==> src/rtl/tw_loader_pkg.sv <==
package tw_loader_pkg;
  typedef enum logic {
    LOAD_SERIAL = 1'b0,
    LOAD_BYTE   = 1'b1
  } load_mode_e;
endpackage

==> src/rtl/tw_shadow_buf.sv <==
module tw_shadow_buf
  import tw_loader_pkg::*;
#(
  parameter int WORD_W = 32,
  parameter int BYTE_W = 8,
  localparam int NUM_LANES = WORD_W / BYTE_W,
  localparam int ADDR_W = (NUM_LANES > 1) ? $clog2(NUM_LANES) : 1
) (
  input  logic              clk_i,
  input  logic              rst_ni,
  input  load_mode_e        mode_i,
  input  logic              ser_bit_i,
  input  logic              ser_shift_i,
  input  logic [BYTE_W-1:0] byte_data_i,
  input  logic [ADDR_W-1:0] byte_addr_i,
  input  logic              byte_we_i,
  output logic [WORD_W-1:0] buf_o,
  output logic              wr_o
);
  logic [WORD_W-1:0] buf_q;
  logic [WORD_W-1:0] shifted;
  logic              shift_en;
  logic              lane_en;

  assign shift_en = ser_shift_i && (mode_i == LOAD_SERIAL);
  assign lane_en  = byte_we_i && (mode_i == LOAD_BYTE);
  assign shifted  = {buf_q[WORD_W-2:0], ser_bit_i};
  assign wr_o     = shift_en || lane_en;
  assign buf_o    = buf_q;

  for (genvar g = 0; g < NUM_LANES; g++) begin : g_lane
    logic sel;
    assign sel = lane_en && (byte_addr_i == ADDR_W'(g));
    always_ff @(posedge clk_i or negedge rst_ni) begin
      if (!rst_ni) begin
        buf_q[g*BYTE_W +: BYTE_W] <= '0;
      end else if (shift_en) begin
        buf_q[g*BYTE_W +: BYTE_W] <= shifted[g*BYTE_W +: BYTE_W];
      end else if (sel) begin
        buf_q[g*BYTE_W +: BYTE_W] <= byte_data_i;
      end
    end
  end

  assert_shift_R4: assert property (@(posedge clk_i) disable iff (!rst_ni)
    shift_en |=> buf_q == {$past(buf_q[WORD_W-2:0]), $past(ser_bit_i)});

  assert_lane_R5: assert property (@(posedge clk_i) disable iff (!rst_ni)
    lane_en |=> buf_q[$past(byte_addr_i)*BYTE_W +: BYTE_W] == $past(byte_data_i));

  assert_ignore_R6: assert property (@(posedge clk_i) disable iff (!rst_ni)
    !shift_en && !lane_en |=> $stable(buf_q));
endmodule

==> src/rtl/tw_active_reg.sv <==
module tw_active_reg #(
  parameter int WORD_W = 32
) (
  input  logic              clk_i,
  input  logic              rst_ni,
  input  logic              update_i,
  input  logic [WORD_W-1:0] buf_i,
  output logic [WORD_W-1:0] word_o
);
  logic [WORD_W-1:0] word_q;

  // all bits move together on one edge
  always_ff @(posedge clk_i or negedge rst_ni) begin
    if (!rst_ni)       word_q <= '0;
    else if (update_i) word_q <= buf_i;
  end

  assign word_o = word_q;

  assert_hold_R2: assert property (@(posedge clk_i) disable iff (!rst_ni)
    !update_i |=> $stable(word_q));
endmodule

==> src/rtl/tw_pending.sv <==
module tw_pending (
  input  logic clk_i,
  input  logic rst_ni,
  input  logic wr_i,
  input  logic update_i,
  output logic pending_o
);
  logic pend_q;

  always_ff @(posedge clk_i or negedge rst_ni) begin
    if (!rst_ni)       pend_q <= 1'b0;
    else if (wr_i)     pend_q <= 1'b1;
    else if (update_i) pend_q <= 1'b0;
  end

  assign pending_o = pend_q;

  assert_set_R7: assert property (@(posedge clk_i) disable iff (!rst_ni)
    wr_i |=> pend_q);

  assert_clear_R8: assert property (@(posedge clk_i) disable iff (!rst_ni)
    update_i && !wr_i |=> !pend_q);
endmodule

==> src/rtl/tw_loader.sv <==
module tw_loader
  import tw_loader_pkg::*;
#(
  parameter int WORD_W = 32,
  parameter int BYTE_W = 8,
  localparam int NUM_LANES = WORD_W / BYTE_W,
  localparam int ADDR_W = (NUM_LANES > 1) ? $clog2(NUM_LANES) : 1
) (
  input  logic              clk_i,
  input  logic              rst_ni,
  input  logic              mode_i,
  input  logic              ser_bit_i,
  input  logic              ser_shift_i,
  input  logic [BYTE_W-1:0] byte_data_i,
  input  logic [ADDR_W-1:0] byte_addr_i,
  input  logic              byte_we_i,
  input  logic              update_i,
  output logic [WORD_W-1:0] tuning_word_o,
  output logic              pending_o
);
  logic [WORD_W-1:0] buf_w;
  logic              wr_w;
  load_mode_e        mode_w;

  assign mode_w = load_mode_e'(mode_i);

  tw_shadow_buf #(.WORD_W(WORD_W), .BYTE_W(BYTE_W)) u_buf (
    .clk_i, .rst_ni,
    .mode_i     (mode_w),
    .ser_bit_i, .ser_shift_i,
    .byte_data_i, .byte_addr_i, .byte_we_i,
    .buf_o      (buf_w),
    .wr_o       (wr_w)
  );

  tw_active_reg #(.WORD_W(WORD_W)) u_act (
    .clk_i, .rst_ni,
    .update_i,
    .buf_i  (buf_w),
    .word_o (tuning_word_o)
  );

  tw_pending u_pend (
    .clk_i, .rst_ni,
    .wr_i     (wr_w),
    .update_i,
    .pending_o
  );

  // transfer takes the buffer as it stood before any same-cycle write
  assert_xfer_R3_R9: assert property (@(posedge clk_i) disable iff (!rst_ni)
    update_i |=> tuning_word_o == $past(buf_w));
endmodule

==> config.mk <==
export PLATFORM = sky130hd
export DESIGN_NAME = tw_loader
export DESIGN_NICKNAME = d
export VERILOG_FILES = /design/src/rtl/tw_loader_pkg.sv /design/src/rtl/tw_shadow_buf.sv /design/src/rtl/tw_active_reg.sv /design/src/rtl/tw_pending.sv /design/src/rtl/tw_loader.sv
export SDC_FILE = /design/constraint.sdc
export NUM_CORES = 1
export LEC_CHECK = 0
export ABC_AREA = 0
export CORE_MARGIN = 2
export CORE_UTILIZATION = 35
export CTS_CLUSTER_SIZE = 20
export DETAILED_ROUTE_END_ITERATION = 16
export GPL_TIMING_DRIVEN = 1
export PLACE_DENSITY = 0.62
export SETUP_SLACK_MARGIN = 0.2
export SLEW_MARGIN = 30
export SYNTH_ARGS = -nofsm -noshare
export SYNTH_HDL_FRONTEND = slang
export SYNTH_SLANG_ARGS = --single-unit
==> constraint.sdc <==
create_clock -name clk_i -period 1.79 [get_ports clk_i]
set_input_delay 0.4475 -clock clk_i [delete_from_list [all_inputs] [get_ports clk_i]]
set_output_delay 0.4475 -clock clk_i [all_outputs]
set_load 0.01 [all_outputs]
; Yosys cells after proc, flatten, opt, wreduce, memory -nomap -nowiden
; Cells that the tools add are included.
[word_totals]
reg_bits = 65
in_bits = 17
out_inout_bits = 33
word_cells = 33
[op_classes]
eq_ne = 3
muxes = 10
n_bitwise = 1
reduce_logical = 13
[ops]
columns = cell, count
row1 = $mux 8, 8
row2 = $reduce_bool 2->1, 5
row3 = $logic_and 1x1->1, 6
row4 = $eq 2x2->1 const B, 2
row5 = $eq 2x1->1 const B, 1
row6 = $logic_not 2->1, 1
row7 = $mux 1, 2
row8 = $logic_or 1x1->1, 1
row9 = $not 1->1, 1

; Longest topological paths before layout
[logic_depth]
word_depth = 4
mapped_depth = 5
ltp_nobuf = 3

; By module
; A second synthesis with hierarchy kept.
[unflattened]
hier_cells = 181
area_unflattened_um2 = 3036.7
[by_module_without_submodules]
columns = mod, n_inst, cells_each, area_each_um2, seq_area_each_um2
row1 = tw_shadow_buf, 1, 110, 1655.3, 800.8
row2 = tw_active_reg, 1, 68, 1345.0, 800.8
row3 = tw_pending, 1, 3, 36.3, 25.0

; Worst setup path before layout
; OpenSTA, ideal clock, no wires.
[synth_timing]
path_type = input -> register
start = input port ser_shift_i
end = register u_buf.buf_q[22] (netlist: u_buf.buf_o[22])
setup_time_ns = 0.125
arrival_ns = 1.415
required_ns = 1.665
setup_slack_ns = 0.250
path_stages = 5
n_path_buf = 2
cell_sequence = nor2b_1 -> buf_6 -> buf_6 -> mux2_2 -> mux2_2
[synth_between]
elab_chain_len = 2
word_cells_on_any_way = 3
classes_between = mux (1) / reduce/logical (2)
[synth_lines]
columns = item, line_no
row1 = "start, declared", tw_loader.sv:13  ; input logic ser_shift_i,
row2 = $logic_and 1x1->1 *, tw_shadow_buf.sv:25  ; assign shift_en = ser_shift_i && (mode_i == LOAD_SERIAL);
row3 = $mux 8 / $reduce_bool 2->1 (equally long branches), -
row4 = "end signal, assigned by index", tw_shadow_buf.sv:38  ; buf_q[g*BYTE_W +: BYTE_W] <= shifted[g*BYTE_W +: BYTE_W];
row5 = "end signal, assigned by index", tw_shadow_buf.sv:40  ; buf_q[g*BYTE_W +: BYTE_W] <= byte_data_i;
row6 = "end, declared", tw_shadow_buf.sv:20  ; logic [WORD_W-1:0] buf_q;
; Mark *: on every way between the ends. The rest lies on a longest branch, timed or not.
; A chain may end at the register's enable or synchronous reset.

; Final worst setup path
[layout_timing]
start = input port byte_addr_i[0]
end = register u_buf.buf_q[7] (netlist: u_buf.buf_o[7])
[layout_between]
elab_chain_len = 3
[layout_lines]
columns = item, line_no
row1 = "start, declared", tw_loader.sv:15  ; input logic [ADDR_W-1:0] byte_addr_i,
row2 = $logic_not 2->1, tw_shadow_buf.sv:33  ; assign sel = lane_en && (byte_addr_i == ADDR_W'(g));
row3 = $logic_and 1x1->1, tw_shadow_buf.sv:33
row4 = $reduce_bool 2->1 (no source line), -
; No other way between the ends.

==> results.cfg <==
[run_status]
status = finished clean

[placed_design]
numPortBuffers = 49
gp_congestion = 0.698
pre_cts_ws_ns = -0.272
dp_cells = 337
hpwl_um = 3710

[finish]
fill_cells = 750
syn_to_final_growth_pct = 37.1
layout.cells.non_filler = 357
drive_gt1_frac = 0.540
diodes = 0
final_nets = 264
final_common_cell = mux2_2
layout_common_cells = mux2_2, dfrtp_1, dlygate4sd2_1

[synthesis]
ys_types = 12
synth_area_um2 = 2870
yosysSeqAreaShare = 0.567
ys_seq_elements = 65
syn_nets = 197
syn_inst = 180
synth_top_area_cell = dfrtp_1
synth_area_per_cell_um2 = 15.9
synth_top_area_frac = 0.567
synth_area_leaders = dfrtp_1, mux2_2, buf_6
synth_warnings = 0

[clock_tree]
clk_latency_ns = 0.33
h-tree-depth = 3
cts_root_buffer = clkbuf_8
cts_sinks = 65
clockBufferDepth = 2
clkSlewWorstSetupHoldPaths_ns = 0.07
cts_buffers = 9
tritoncts = done

[sta]
fmax_mhz = 662
slew_violations = 0
fin_skew_ns = 0.00496
setup_viol = 0
tightest_slew_ns = 0.354
period_share = 0.844
fin_ws_ns = 0.279
finalHoldViolations = 0
finalCriticalPeriod_ns = 1.51
relSlewSlack = 0.764
grt_setup_unrepaired = false

[die]
die-width_um = 94.5
core_region_area_um2 = 8090
design.die.area_um2 = 8930
num_rows = 33
dieHeight_um = 94.5
initial_utilization = 0.354
io-pin-count = 50

[power_and_ir_drop]
power_density_nw_per_um2 = 1220
peakVddDrop_mv = 0.578
total_power_mw = 4.78
p_leak_nw = 1.71

[global_routing]
overflow = 0
grt_pass1_wl_um = 9260
grtUsageTotal = 0.140
grt_pass1_vias = 1706
antenna_found_initial = 0
grt_max_degree = 66

[detailed_routing]
post_drt_wl_per_cell_um = 16.2
drtIter0Drc = 111
wl_um = 5780
firstDrtPassIters = 3
viasPerCell = 4.71
ant_nets = 0
vias = 1682
drc = 0

[hold_path]
min_path_type = primary input to async pin

[critical_path]
cp.required_ns = 2.01
cp-end-kind = flop
worstPathMaxFanout = 8
worstPathArrival_ns = 1.73
cp-start-kind = primary input
critPathKind = primary input to flop

[job]
drv_cap = 0
-- where the power goes --
part | switching [mW] | internal (mW) | total [mW]
logic | 0.385 | 0.638 | 1.02
registers | 0.215 | 1.83 | 2.04
clock network | 0.570 | 1.14 | 1.71
-- layout make-up --
type                       count  area, um^2  area share
inverter                       1        3.75    0.000955
clock inverter                 5         125      0.0318
tap                          105         131      0.0334
multi-input combinational    106        1180       0.301
timing repair buffer          64         709       0.180
clock buffer                  11         151      0.0385
sequential                    65        1630       0.414
-- logic make-up (layout without fill, tap and decap cells) --
| group | Yosys count | count (layout) | synth area share |
|---|---|---|---|
| AOI/OAI and AO/OA | 4 | 4 | 0.0209 |
| DFF | 65 | 65 | 0.567 |
| and+or+nand+nor | 6 | 6 | 0.0113 |
| buffers and inverters | 9 | 81 | 0.0236 |
| muxes | 96 | 96 | 0.377 |
-- what timing repair did --
item / in CTS / in global routing
setup buffers: 1 / 1
setup endpoints to repair: 65 / 16
gates cloned: 2 / 0
gates resized for setup: 40 / 6
hold buffers: 0 / 0
pin swaps: 0 / 3
-- cell usage after synthesis --
| cell type | n |
|---|---|
| o21ai_2 | 2 |
| nand2b_1 | 2 |
| nand2_1 | 1 |
| o31ai_4 | 2 |
| clkbuf_1 | 1 |
| mux2_2 | 96 |
| dfrtp_1 | 65 |
| nor2b_1 | 1 |
| buf_6 | 4 |
| inv_1 | 1 |
| nand3_1 | 2 |
| buf_2 | 3 |
-- layer usage --
metal  share of wire  wire length, um  vias up  GRT usage
li1                -                -      790          -
met1            0.46             2680      848      0.184
met2            0.49             2810       34      0.227
met3           0.034              197       10     0.0271
met4           0.016               90        0     0.0592
met5               0                0        -          0
-- registers in the layout, summed over array words and instances (netlist names) --
register          cells
u_act.word_o         32
u_buf.buf_o          32
u_pend.pending_o      1
-- worst max-delay path: stages --
cell and delay, ns:
clkdlybuf4s50_1 0.42, buf_4 0.16, o31ai_4 0.21, buf_12 0.16
mux2_2 0.33
-- through the flow --
| step | TNS, ns | utilization | hold slack [ns] | instance area (um^2) |
|---|---|---|---|---|
| after CTS | 0 | 0.485 | 0.128 | 3930 |
| after global routing | 0 | 0.486 | 0.144 | 3930 |
| after global placement | -8.14 | 0.446 | 0.490 | 3610 |
| after floorplan | 0 | - | 0.152 | 2870 |
| after detailed placement | -8.25 | 0.446 | 0.491 | 3610 |
| final | 0 | 0.486 | 0.115 | 3930 |
-- worst paths after layout --
check / start / cells past startpoint / endpoint / slack [ns]
max: byte_addr_i[0] / 5 / u_buf.buf_o[7] / 0.28
min: rst_ni / 2 / u_act.word_o[14] / 0.11
max reg2reg: u_buf.buf_o[15] / 2 / u_buf.buf_o[16] / 0.74
min reg2reg: u_act.word_o[26] / 1 / u_act.word_o[26] / 0.50
max in group asynchronous: rst_ni / 2 / u_buf.buf_o[14] / 1.39
min in group clk_i: u_act.word_o[26] / 1 / u_act.word_o[26] / 0.50
(Power assumes the default switching activity.)
